### src/rtl/spi_xcvr_pkg.sv
package spi_xcvr_pkg;

  localparam int MIN_BITS = 2;

  typedef enum logic {
    ORD_MSB = 1'b0,
    ORD_LSB = 1'b1
  } bit_order_e;

  function automatic int clamp_len(int raw, int max_bits);
    if (raw < MIN_BITS) return MIN_BITS;
    if (raw > max_bits) return max_bits;
    return raw;
  endfunction

endpackage

### src/rtl/spi_clk_div.sv
module spi_clk_div #(
  parameter int DIV_W = 8
) (
  input  logic             clk,
  input  logic             rst,
  input  logic             run,
  input  logic [DIV_W-1:0] half_div,
  output logic             tick
);

  logic [DIV_W-1:0] cnt_q;

  assign tick = run && (cnt_q == half_div);

  always_ff @(posedge clk) begin
    if (rst || !run || tick) cnt_q <= '0;
    else                     cnt_q <= cnt_q + 1'b1;
  end

  AST_CNT_IN_RANGE: assert property (@(posedge clk) disable iff (rst)
    run && $stable(half_div) |-> cnt_q <= half_div);

endmodule

### src/rtl/spi_shift_engine.sv
module spi_shift_engine
  import spi_xcvr_pkg::*;
#(
  parameter int MAX_BITS = 16,
  parameter int DIV_W    = 8,
  parameter int LEN_W    = $clog2(MAX_BITS + 1)
) (
  input  logic                clk,
  input  logic                rst,
  input  logic [LEN_W-1:0]    cfg_len,
  input  logic [DIV_W-1:0]    cfg_div,
  input  logic                cfg_lsb_first,
  input  logic                buf_full,
  input  logic [MAX_BITS-1:0] buf_data,
  input  logic                miso,
  output logic                take,
  output logic                busy,
  output logic                sclk,
  output logic                mosi,
  output logic                word_done,
  output logic [MAX_BITS-1:0] rx_word
);

  logic                tick;
  logic                busy_q, sclk_q, mosi_q, done_q;
  logic [MAX_BITS-1:0] tsh_q, rsh_q, word_q;
  logic [LEN_W-1:0]    left_q, len_q;
  bit_order_e          ord_q;

  logic [LEN_W-1:0]    eff_len;
  logic [MAX_BITS-1:0] aligned;
  logic [MAX_BITS-1:0] assembled;
  logic                last_fall;

  spi_clk_div #(.DIV_W(DIV_W)) u_div (
    .clk      (clk),
    .rst      (rst),
    .run      (busy_q),
    .half_div (cfg_div),
    .tick     (tick)
  );

  always_comb begin
    eff_len = LEN_W'(clamp_len(int'(cfg_len), MAX_BITS));
    if (cfg_lsb_first) aligned = buf_data;
    else               aligned = buf_data << (MAX_BITS - int'(eff_len));
    if (ord_q == ORD_LSB)
      assembled = rsh_q >> (MAX_BITS - int'(len_q));
    else
      assembled = rsh_q & ({MAX_BITS{1'b1}} >> (MAX_BITS - int'(len_q)));
  end

  assign last_fall = busy_q && tick && sclk_q && (left_q == LEN_W'(1));
  assign take      = buf_full && (!busy_q || last_fall);

  always_ff @(posedge clk) begin
    if (rst) begin
      busy_q <= 1'b0;
      sclk_q <= 1'b0;
      mosi_q <= 1'b0;
      done_q <= 1'b0;
      tsh_q  <= '0;
      rsh_q  <= '0;
      word_q <= '0;
      left_q <= '0;
      len_q  <= LEN_W'(MIN_BITS);
      ord_q  <= ORD_MSB;
    end else begin
      done_q <= last_fall;
      if (last_fall) word_q <= assembled;
      if (take) begin
        busy_q <= 1'b1;
        sclk_q <= 1'b0;
        tsh_q  <= aligned;
        mosi_q <= cfg_lsb_first ? aligned[0] : aligned[MAX_BITS-1];
        rsh_q  <= '0;
        left_q <= eff_len;
        len_q  <= eff_len;
        ord_q  <= cfg_lsb_first ? ORD_LSB : ORD_MSB;
      end else if (busy_q && tick) begin
        if (!sclk_q) begin
          sclk_q <= 1'b1;
          if (ord_q == ORD_LSB) rsh_q <= {miso, rsh_q[MAX_BITS-1:1]};
          else                  rsh_q <= {rsh_q[MAX_BITS-2:0], miso};
        end else begin
          sclk_q <= 1'b0;
          if (left_q == LEN_W'(1)) begin
            busy_q <= 1'b0;
          end else begin
            left_q <= left_q - 1'b1;
            if (ord_q == ORD_LSB) begin
              tsh_q  <= tsh_q >> 1;
              mosi_q <= tsh_q[1];
            end else begin
              tsh_q  <= tsh_q << 1;
              mosi_q <= tsh_q[MAX_BITS-2];
            end
          end
        end
      end
    end
  end

  assign busy      = busy_q;
  assign sclk      = sclk_q;
  assign mosi      = mosi_q;
  assign word_done = done_q;
  assign rx_word   = word_q;

  AST_SCLK_IDLE_LOW: assert property (@(posedge clk) disable iff (rst)
    !busy_q |-> !sclk_q);
  AST_MOSI_HOLD_HIGH: assert property (@(posedge clk) disable iff (rst)
    sclk_q |-> $stable(mosi_q));
  AST_LEFT_IN_RANGE: assert property (@(posedge clk) disable iff (rst)
    busy_q |-> (left_q >= LEN_W'(1)) && (int'(left_q) <= MAX_BITS));
  AST_DONE_SINGLE: assert property (@(posedge clk) disable iff (rst)
    done_q |=> !done_q);

endmodule

### src/rtl/spi_xfer_buffers.sv
module spi_xfer_buffers #(
  parameter int MAX_BITS = 16
) (
  input  logic                clk,
  input  logic                rst,
  input  logic                tx_wr,
  input  logic [MAX_BITS-1:0] tx_data,
  input  logic                take,
  input  logic                rx_rd,
  input  logic                word_done,
  input  logic [MAX_BITS-1:0] rx_word,
  input  logic                tx_dma_en,
  input  logic                rx_dma_en,
  input  logic                tx_irq_en,
  input  logic                rx_irq_en,
  output logic                buf_full,
  output logic [MAX_BITS-1:0] buf_data,
  output logic                tx_empty,
  output logic                rx_full,
  output logic                rx_overrun,
  output logic [MAX_BITS-1:0] rx_data,
  output logic                tx_dreq,
  output logic                rx_dreq,
  output logic                tx_irq,
  output logic                rx_irq
);

  logic                txe_q, txe_d, rxf_q, rxf_d, ovr_q, ovr_d;
  logic                wr_ok, slot_free, store;
  logic [MAX_BITS-1:0] txbuf_q, rxbuf_q;
  logic                txdr_q, rxdr_q, txirq_q, rxirq_q;

  always_comb begin
    wr_ok = tx_wr && txe_q;
    txe_d = txe_q;
    if (take)       txe_d = 1'b1;
    else if (wr_ok) txe_d = 1'b0;

    slot_free = !rxf_q || rx_rd;
    store     = word_done && slot_free;

    rxf_d = rxf_q;
    if (store)      rxf_d = 1'b1;
    else if (rx_rd) rxf_d = 1'b0;

    ovr_d = ovr_q;
    if (word_done && !slot_free) ovr_d = 1'b1;
    else if (rx_rd)              ovr_d = 1'b0;
  end

  always_ff @(posedge clk) begin
    if (rst) begin
      txe_q   <= 1'b1;
      rxf_q   <= 1'b0;
      ovr_q   <= 1'b0;
      txbuf_q <= '0;
      rxbuf_q <= '0;
      txdr_q  <= 1'b0;
      rxdr_q  <= 1'b0;
      txirq_q <= 1'b0;
      rxirq_q <= 1'b0;
    end else begin
      txe_q   <= txe_d;
      rxf_q   <= rxf_d;
      ovr_q   <= ovr_d;
      if (wr_ok) txbuf_q <= tx_data;
      if (store) rxbuf_q <= rx_word;
      txdr_q  <= tx_dma_en && txe_d && !txe_q;
      rxdr_q  <= rx_dma_en && rxf_d && !rxf_q;
      txirq_q <= tx_irq_en && txe_d;
      rxirq_q <= rx_irq_en && (rxf_d || ovr_d);
    end
  end

  assign buf_full   = !txe_q;
  assign buf_data   = txbuf_q;
  assign tx_empty   = txe_q;
  assign rx_full    = rxf_q;
  assign rx_overrun = ovr_q;
  assign rx_data    = rxbuf_q;
  assign tx_dreq    = txdr_q;
  assign rx_dreq    = rxdr_q;
  assign tx_irq     = txirq_q;
  assign rx_irq     = rxirq_q;

  AST_FULL_WRITE_IGNORED: assert property (@(posedge clk) disable iff (rst)
    !txe_q && tx_wr && !take |=> $stable(txbuf_q));
  AST_RXF_STICKY: assert property (@(posedge clk) disable iff (rst)
    rxf_q && !rx_rd |=> rxf_q);
  AST_OVR_KEEPS_DATA: assert property (@(posedge clk) disable iff (rst)
    rxf_q && !rx_rd && word_done |=> $stable(rxbuf_q) && ovr_q);
  AST_TX_DREQ_ON_RISE: assert property (@(posedge clk) disable iff (rst)
    txdr_q |-> $rose(txe_q) && $past(tx_dma_en));
  AST_RX_DREQ_ON_RISE: assert property (@(posedge clk) disable iff (rst)
    rxdr_q |-> $rose(rxf_q) && $past(rx_dma_en));

endmodule

### src/rtl/spi_xcvr_master.sv
module spi_xcvr_master
  import spi_xcvr_pkg::*;
#(
  parameter int  MAX_BITS = 16,
  parameter int  DIV_W    = 8,
  localparam int LEN_W    = $clog2(MAX_BITS + 1)
) (
  input  logic                clk,
  input  logic                rst,
  input  logic [LEN_W-1:0]    cfg_len,
  input  logic [DIV_W-1:0]    cfg_div,
  input  logic                cfg_lsb_first,
  input  logic                tx_irq_en,
  input  logic                rx_irq_en,
  input  logic                tx_dma_en,
  input  logic                rx_dma_en,
  input  logic                tx_wr,
  input  logic [MAX_BITS-1:0] tx_data,
  input  logic                rx_rd,
  output logic [MAX_BITS-1:0] rx_data,
  output logic                tx_empty,
  output logic                rx_full,
  output logic                rx_overrun,
  output logic                tx_irq,
  output logic                rx_irq,
  output logic                tx_dreq,
  output logic                rx_dreq,
  output logic                busy,
  output logic                sclk,
  output logic                mosi,
  input  logic                miso
);

  logic                take, buf_full, word_done;
  logic [MAX_BITS-1:0] buf_data, rx_word;

  spi_xfer_buffers #(.MAX_BITS(MAX_BITS)) u_buf (
    .clk        (clk),
    .rst        (rst),
    .tx_wr      (tx_wr),
    .tx_data    (tx_data),
    .take       (take),
    .rx_rd      (rx_rd),
    .word_done  (word_done),
    .rx_word    (rx_word),
    .tx_dma_en  (tx_dma_en),
    .rx_dma_en  (rx_dma_en),
    .tx_irq_en  (tx_irq_en),
    .rx_irq_en  (rx_irq_en),
    .buf_full   (buf_full),
    .buf_data   (buf_data),
    .tx_empty   (tx_empty),
    .rx_full    (rx_full),
    .rx_overrun (rx_overrun),
    .rx_data    (rx_data),
    .tx_dreq    (tx_dreq),
    .rx_dreq    (rx_dreq),
    .tx_irq     (tx_irq),
    .rx_irq     (rx_irq)
  );

  spi_shift_engine #(
    .MAX_BITS (MAX_BITS),
    .DIV_W    (DIV_W),
    .LEN_W    (LEN_W)
  ) u_eng (
    .clk           (clk),
    .rst           (rst),
    .cfg_len       (cfg_len),
    .cfg_div       (cfg_div),
    .cfg_lsb_first (cfg_lsb_first),
    .buf_full      (buf_full),
    .buf_data      (buf_data),
    .miso          (miso),
    .take          (take),
    .busy          (busy),
    .sclk          (sclk),
    .mosi          (mosi),
    .word_done     (word_done),
    .rx_word       (rx_word)
  );

  AST_TAKE_FROM_IDLE_OR_END: assert property (@(posedge clk) disable iff (rst)
    take |=> busy && tx_empty);

endmodule

### config.mk
export PLATFORM = sky130hd
export DESIGN_NAME = spi_xcvr_master
export DESIGN_NICKNAME = d
export VERILOG_FILES = /design/src/rtl/spi_xcvr_pkg.sv /design/src/rtl/spi_clk_div.sv /design/src/rtl/spi_shift_engine.sv /design/src/rtl/spi_xfer_buffers.sv /design/src/rtl/spi_xcvr_master.sv
export SDC_FILE = /design/constraint.sdc
export NUM_CORES = 1
export LEC_CHECK = 0
export ABC_AREA = 1
export BUFFER_PORTS_ARGS = -buffer_cell sky130_fd_sc_hd__buf_2
export CORE_MARGIN = 3
export CORE_UTILIZATION = 60
export CTS_CLUSTER_DIAMETER = 40
export DETAILED_ROUTE_END_ITERATION = 6
export PLACE_DENSITY = 0.81
export SYNTH_ARGS = -nofsm -noshare
export SYNTH_HDL_FRONTEND = slang
export SYNTH_SLANG_ARGS = --single-unit
### constraint.sdc
create_clock -name clk -period 4.2 [get_ports clk]
set_input_delay 0.42 -clock clk [delete_from_list [all_inputs] [get_ports clk]]
set_output_delay 0.42 -clock clk [all_outputs]
set_load 0.03 [all_outputs]
Word-level counts from Yosys, hierarchy flattened
Cells that the tools add are included.
- bits in registers: 110
- bits of input ports: 39
- logic and storage cells: 101
- $add $sub $neg: 4
- order comparisons: 2
- equality and inequality tests: 3
- shift-type cells: 3
- multiplexer cells: 37
- bitwise operators: 2
- reduce and logical (&&, ||, !) cells: 30
- operator list (kind ; number):
    2-to-1 mux 16 bit ; 8
    2-to-1 mux 5 bit ; 7
    left shift 16 x 32 -> 16 bit ; 1
    right shift 16 x 32 -> 16 bit ; 1
    right shift 16 x 32 -> 16 bit (first input constant) ; 1
    2-to-1 mux 1 bit ; 21
    bitwise AND 16 bit ; 1
    logical AND 1 bit ; 14
    subtractor 5 x 5 -> 6 bit (first input constant) ; 2
    adder 8 x 1 -> 8 bit (second input constant) ; 1
    equality test 8 bit ; 1
    AND reduction 3 bit ; 2
    nonzero test 2 bit ; 3
    equality test 5 x 1 -> 1 bit (second input constant) ; 1
    > comparator 5 bit (second input constant) ; 1
    logical OR 1 bit ; 5
    less-than comparator 5 x 2 -> 1 bit (second input constant) ; 1
    subtractor 5 x 1 -> 5 bit (second input constant) ; 1
    zero test 1 bit ; 4
    2-to-1 mux 2 bit ; 1
    != test 2 bit (second input constant) ; 1
    AND reduction 2 bit ; 1
    OR reduction 2 bit ; 1
    inverter 1 bit ; 1

Longest topological paths before layout
Gate-level depths: netlist (run 1).
- depth after elaboration: 10
- depth in mapped cells: 18
- depth with buffers taken out: 16

By module
Synthesis (run 1) repeated with hierarchy kept, for this count alone.
- cells, all modules: 1079
- area, all modules: 6715.2 µm²
- modules (own cells, without submodules) (module ; times used ; cells each ; area an instance (µm²)):
    spi_shift_engine ; 1 ; 788 ; 4640.7
    spi_xfer_buffers ; 1 ; 207 ; 1549.0
    spi_clk_div ; 1 ; 84 ; 525.5

Least setup slack after synthesis (run 1)
Ideal clock, no wire load.
- path kind: in2reg
- start: in cfg_len[1]
- end: reg u_eng.tsh_q[1]
- arrival time: 2.447 ns
- data required time: 4.130 ns
- setup slack: 1.683 ns
- stages: 15
- buffers on the path: 2
- cell sequence: nor2_1 nand2_2 buf_2 nand2_1 inv_1 ha_1 inv_1 clkbuf_1 nand3_1 nand3b_1 o21ai_0 nand2_1 nand2_1 nand2_1 a21oi_1
- cells in the longest elaborated chain, start to end: 9
- ends and longest elaborated chain (element ; RTL line ; RTL):
    start: declaration ; spi_xcvr_master.sv:10 ; input logic [LEN_W-1:0] cfg_len,
    > comparator 5 bit or less-than comparator 5 x 2 -> 1 bit (tied branches) ; spi_xcvr_pkg.sv:12, spi_xcvr_pkg.sv:11 ;
    2-to-1 mux 1 bit or 2-to-1 mux 2 bit (tied branches) ; spi_xcvr_pkg.sv:12, spi_xcvr_pkg.sv:11 ;
    2-to-1 mux 1 bit or 2-to-1 mux 5 bit (tied branches) ; spi_xcvr_pkg.sv:12 ; if (raw > max_bits) return max_bits;
    2-to-1 mux 5 bit ; spi_xcvr_pkg.sv:13 ; return raw;
    2-to-1 mux 5 bit * ; spi_xcvr_pkg.sv:12 ;
    subtractor 5 x 5 -> 6 bit * ; spi_shift_engine.sv:46 ; else aligned = buf_data << (MAX_BITS - int'(eff_len));
    left shift 16 x 32 -> 16 bit * ; spi_shift_engine.sv:46 ;
    2-to-1 mux 16 bit * ; spi_shift_engine.sv:45 ; if (cfg_lsb_first) aligned = buf_data;
    2-to-1 mux 16 bit * ; spi_shift_engine.sv:71 ; if (take) begin
    end signal: assignment ; spi_shift_engine.sv:74 ; tsh_q <= aligned;
    end signal: assignment ; spi_shift_engine.sv:92 ; tsh_q <= tsh_q >> 1;
    end signal: assignment ; spi_shift_engine.sv:95 ; tsh_q <= tsh_q << 1;
    end: declaration ; spi_shift_engine.sv:26 ; logic [MAX_BITS-1:0] tsh_q, rsh_q, word_q;
Mark *: on every way between the ends. The rest lies on a longest branch, timed or not. The select of a mux whose other input is x is not followed.
A chain may end at the register's enable or synchronous reset.

Final worst setup path (run 1)
- start: reg u_eng.left_q[1]
- end: reg u_eng.left_q[0]
- cells in the longest elaborated chain, start to end: 6
- ends and longest elaborated chain (element ; RTL line ; RTL):
    start: declaration ; spi_shift_engine.sv:27 ; logic [LEN_W-1:0] left_q, len_q;
    start signal: assignment ; spi_shift_engine.sv:77 ; left_q <= eff_len;
    start signal: assignment ; spi_shift_engine.sv:90 ; left_q <= left_q - 1'b1;
    equality test 5 x 1 -> 1 bit * ; spi_shift_engine.sv:53, spi_shift_engine.sv:87 ;
    logical AND 1 bit ; spi_shift_engine.sv:53 ; assign last_fall = busy_q && tick && sclk_q && (left_q == LEN_W'(1));
    logical OR 1 bit ; spi_shift_engine.sv:54 ; assign take = buf_full && (!busy_q || last_fall);
    logical AND 1 bit ; spi_shift_engine.sv:54 ;
    != test 2 bit (no source line) or nonzero test 2 bit (tied branches) ; - ;
    AND reduction 3 bit (no source line) ; - ;
Mark *: on every way between the ends. The rest lies on a longest branch, timed or not.

==> flow_summary.toml, run 1 <==
[setup_path]
worst-r2r-setup-slack_ps = 1290
cpPeakStageDelay_ps = 650
cp-end-kind = "flip-flop"
crit_fanout = 22
start_kind = "flip-flop"
rr_endpoint = "u_eng.left_q[0]"
critPathArrivalTime_ps = 3160
cp_top_family = "simple AND/OR/NAND/NOR gates"
reg2reg_depth = 9
cp_cell_sequence = "inv_1, ha_1, inv_1, nor3_1, nand4_4, nand2_4, nand2_4, nand2_1, o21ai_0"
reg2reg_from = "u_eng.left_q[1]"
crit_type = "reg -> reg"
slowest_stage = "nor3_1"
worstPathBufferInverterCount = 2
worstPathRequired_ps = 4450

[routing]
route.antenna.remaining_nets = 0
drc = 0
wl_per_cell_um = 14.25
viasPerCell = 5.601
initialDrtViolationCount = 861
vias = 6895
drt-pass1-iter-count = 6
wirelength_mm = 17.54

[global_route]
grt_max_degree = 68
grt_overflow = 0
grt_use_total = 0.2879
grt_pass1_wl_mm = 29.75
grt_antenna_before_repair = 0
grt_pass1_vias = 6044

[floorplan]
dieArea_um2 = 12270
rows = 37
initial_utilization = 0.6265
io_pins = 65
die_y_um = 110.8
fp.coreArea_um2 = 10510
die_w_um = 110.8

[yosys]
synth_area_leader_cell = "dfxtp_1"
ys_top_cells_by_area = "dfxtp_1 33%, nand2_1 18%, o21ai_0 9.4%"
ys_types = 44
yosysWarningCount = 0
synth-seq-area-share = 0.3345
yosysTopAreaCellShare = 0.3345
post-synth-top-count-cell = "nand2_1"
synthTopCellsByCount = "312 x nand2_1, 124 x o21ai_0, 114 x nor2_1"
mappedNetlistArea_um2 = 6584
synth_cells = 1057
synth_edf_count = 0
synth_flop_cell = "dfxtp_1"
synthArstFlopShare = 0
syn_area_per_cell_um2 = 6.229
synth_fp_nets = 1101
synth_seq_cells = 110

[placement]
gp_congestion = 1.004
placed_cells = 1215
portBuffers = 64
hpwl_mm = 12.92

[sta]
fmax_ghz = 0.3441
relSlewSlack = 0.4612
fin_crit_sh = 0.6919
period_needed_ps = 2906
worst_pin_slew_ps = 802.1
fin_skew_ps = 15.81
setup_tns_ps = 0
report.final.hold_viol_count = 0
rsz0062_at_grt = "false"
slew_violations = 0
setup_violations = 0

[clock_network]
clock-sinks = 110
clock_latency_ps = 390
cts.path.max_buffers = 2
cts_root_buf = "clkbuf_8"
numCtsBuffers = 9
cts_hold_buffers = 0
cts_tree = "done"
cts_resized = 0
clkTransAtPathRegs_ps = 120
htreeDepth = 3
post-cts-setup-buffers = 0

[power]
p_leak_nw = 3.137
powerDensity_nw_per_um2 = 301.2
vdd_drop_max_mv = 0.2365

[finish]
syn2layout_area_growth_pct = 7.260
drive_above_1_share = 0.09772
seqCellArea_um2 = 2202
fillCellCount = 978
nets = 1134
finalNonFillerCells = 1231
diodes = 0
multi_input_area_um2 = 3721

[min_path]
hold_path_class = "in -> reg"
holdPathStages = 2
hold_start = "rx_rd"
worstHoldEndpoint = "u_buf.rx_overrun"

[outcome]
outcome = "finished clean"

[run]
cap_violations = 0
-- placed cells by master, fill, tap and decap left out, types with 3 or more instances in the layout --
cell      instances
nand2_2           3
nand4_1          16
nand2_1         312
dfxtp_1         110
a21oi_1          58
or2_2             3
o22ai_1           7
nor3b_1           3
nor2_2            3
mux2i_1           3
buf_4             8
nor3_1            3
nand3b_1          5
nand3_1          86
clkbuf_8         10
buf_2            64
ha_1              5
o211ai_1         10
nand2_4           3
xor2_1           10
nor2_1          114
inv_1            99
a31oi_1           7
o21ai_0         124
-- worst max path at each step --
| stage | start | endpoint | slack (ps) | depth (start not counted) |
|---|---|---|---|---|
| 2_1_floorplan | cfg_len[1] | u_eng.tsh_q[1] | 1680 | 15 |
| 3_3_place_gp | cfg_len[4] | u_eng.tsh_q[15] | 1020 | 14 |
| 3_5_place_dp | cfg_len[4] | u_eng.mosi | 1010 | 14 |
| 4_1_cts | u_eng.left_q[1] | u_eng.left_q[0] | 1350 | 9 |
| 5_1_grt | cfg_len[4] | u_eng.tsh_q[14] | 1060 | 14 |
| 6_report | u_eng.left_q[1] | u_eng.left_q[0] | 1290 | 9 |
-- report_power, final --
part           switching [W]  total (W)  internal, W
sequential         0.0000241    0.00110      0.00107
combinational       0.000270   0.000388     0.000118
clock               0.000395   0.000642     0.000247
-- registers in the layout, indices dropped and copies added (netlist names) --
name               flops
u_eng.len_q            5
u_eng.mosi             1
u_eng.u_div.cnt_q      8
u_buf.tx_empty         1
u_eng.word_done        1
u_buf.rx_overrun       1
u_buf.rx_full          1
u_buf.rx_data         16
u_eng.rsh_q           16
u_buf.tx_irq           1
u_eng.left_q           5
u_eng.busy             1
u_buf.buf_data        16
u_eng.ord_q            1
u_buf.tx_dreq          1
u_eng.tsh_q           16
u_eng.rx_word         16
u_buf.rx_irq           1
u_eng.sclk             1
u_buf.rx_dreq          1
-- metal layers --
metal  track usage  part of all wire  vias to the layer above
met5             0                 0                        -
met4       0.08949             0.017                        0
met2        0.4033              0.41                      313
met3       0.04858             0.089                       23
met1        0.4463              0.49                     3044
li1              -                 -                     3515
-- layout make-up --
cell class / instances / area share
clock buffers: 10 / 0.01949
multi-input cells: 794 / 0.5269
repair buffers: 72 / 0.05386
clock inverters: 6 / 0.009036
well taps: 136 / 0.02410
flip-flops and latches: 110 / 0.3118
inverters: 103 / 0.05475
-- cell families after synthesis --
logic type,synth area share
simple gates,0.3575
compound gates,0.1777
buf+inv,0.1003
flops,0.3345
xor+xnor,0.01596
fa+ha+maj,0.009502
mux,0.004561
-- through the flow --
stage / power [W] / hold slack [ps] / area [µm²] / setup WS [ps] / utilization
detailed placement: 0.001500 / 448.6 / 6860 / 1007 / 0.6528
global placement: 0.001502 / 440.1 / 6860 / 1020 / 0.6528
global route: 0.002241 / 198.8 / 7062 / 1065 / 0.6720
finish: 0.002127 / 205.2 / 7062 / 1294 / 0.6720
floorplan: 0.001411 / 441.5 / 6584 / 1683 / -
CTS: 0.002130 / 192.4 / 7062 / 1351 / 0.6720
Power figures use the tool's default switching activity.
==> run 2, diff against run 1 <==
- CORE_UTILIZATION: 60 -> 54
- PLACE_DENSITY: 0.81 -> 0.77
- clock period: 4.2 -> 2.6 ns (I/O delays scaled with it)
==> run 2 against run 1 <==
  * Routed wire length grew 1.8%
  * Clock skew shrank 3.9 ps
  * Final area grew 4.8%
  * Via count grew 0.17%
  * Clock-buffer cell count is the same
  * Critical path type unchanged
  * Sequential cell count is the same
  * Global-route usage shrank 1.6 points
==> flow_summary.toml, run 2 (same netlist as run 1, synthesis figures left out) <==
[outcome]
outcome = "finished clean"

[floorplan]
die_y_um = 116.4
dieArea_um2 = 13550
die_w_um = 116.4
fp.coreArea_um2 = 11660
io_pins = 65
initial_utilization = 0.5645
rows = 39

[placement]
hpwl_mm = 13.10
placed_cells = 1244
place_ws_ps = 231.5
portBuffers = 64
gp_congestion = 0.9983

[power]
powerDensity_nw_per_um2 = 543.0
p_leak_nw = 3.319
vdd_drop_max_mv = 0.4785

[global_route]
grt_overflow = 0
grt_pass1_wl_mm = 29.60
grt_use_total = 0.2715
grt_max_degree = 49
grt_antenna_before_repair = 0
grt_pass1_vias = 6032

[sta]
worst_pin_slew_ps = 732.6
slew_violations = 0
worst_slack_ps = 361.4
rsz0062_at_grt = "false"
setup_tns_ps = 0
report.final.hold_viol_count = 0
relSlewSlack = 0.5104
fin_crit_sh = 0.8610
fin_skew_ps = 11.90
fmax_ghz = 0.4467
period_needed_ps = 2239
setup_violations = 0

[setup_path]
cp-end-kind = "flip-flop"
cpPeakStageDelay_ps = 350
worstPathRequired_ps = 2890
start_kind = "flip-flop"
worstPathBufferInverterCount = 3
crit_type = "reg -> reg"
cp_top_family = "compound AO/OA/AOI/OAI gates"
slowest_stage = "dfxtp_1"
cp_cell_sequence = "inv_2, ha_1, xnor2_1, clkinv_1, nor2_1, inv_1, o21ai_0, a21oi_1, a31oi_1"
critPathArrivalTime_ps = 2530
crit_fanout = 10

[clock_network]
cts_tree = "done"
htreeDepth = 3
cts_hold_buffers = 0
cts.path.max_buffers = 2
clkTransAtPathRegs_ps = 80
numCtsBuffers = 9
cts_resized = 0
clock-sinks = 110
post-cts-setup-buffers = 0
clock_latency_ps = 370
cts_root_buf = "clkbuf_16"

[routing]
wirelength_mm = 17.86
viasPerCell = 5.482
initialDrtViolationCount = 655
vias = 6907
wl_per_cell_um = 14.17
drt-pass1-iter-count = 5
drc = 0
route.antenna.remaining_nets = 0

[finish]
mostFrequentLayoutCells = "312 x nand2_1, 124 x o21ai_0, 114 x nor2_1"
fillCellCount = 1118
nets = 1156
finalNonFillerCells = 1260
drive_above_1_share = 0.1155
multi_input_area_um2 = 3721
diodes = 0
syn2layout_area_growth_pct = 12.37
final_common_cell = "nand2_1"
seqCellArea_um2 = 2202
utilization = 0.6344

[min_path]
hold_path_class = "in -> reg"

[run]
cap_violations = 0
## run 2: through the flow
step                      hold WS [ps]  cell area [µm²]  total power [W]
after floorplan                  336.8             6584         0.002279
final                            91.28             7398         0.004017
after global routing             102.2             7398         0.004193
after CTS                        81.99             7398         0.004018
after global placement           441.2             7059         0.002453
after detailed placement         451.8             7059         0.002454
## run 2: final cells by class
type                       instances  share of cell area
multi-input combinational        794              0.5030
sequential                       110              0.2976
timing repair buffer              94             0.07712
clock inverter                     6             0.01353
clock buffer                      10             0.03230
tap                              143             0.02418
inverter                         103             0.05226
## run 2: path summary, 6_finish.rpt
check / startpoint / to / slack [ps] / depth (start not counted)
max: u_eng.len_q[0] / u_eng.rx_word[0] / 360 / 9
min: rx_rd / u_buf.rx_overrun / 90 / 2
max reg2reg: u_eng.len_q[0] / u_eng.rx_word[0] / 360 / 9
min reg2reg: u_eng.tsh_q[14] / u_eng.tsh_q[14] / 470 / 2
## run 2: per-layer routing
metal	wire length [µm]	track usage	vias to the layer above
met3	1503	0.05699	26
met2	7360	0.3989	292
met1	8676	0.4015	3033
li1	-	-	3556
met4	318	0.07579	0
met5	0	0	-
## run 2: report_power, final
part / switching, W / internal, W / leakage, nW
sequential: 0.0000364 / 0.00173 / 0.893
clock: 0.000694 / 0.000890 / 0.167
combinational: 0.000446 / 0.000218 / 2.26
total: 0.00118 / 0.00284 / 3.32
## run 2: worst reg2reg max path, stage by stage, from the launching register on
cell and delay (ps):
dfxtp_1 350, inv_2 110, ha_1 250, xnor2_1 200
clkinv_1 270, nor2_1 310, inv_1 100, o21ai_0 330
a21oi_1 110, a31oi_1 140
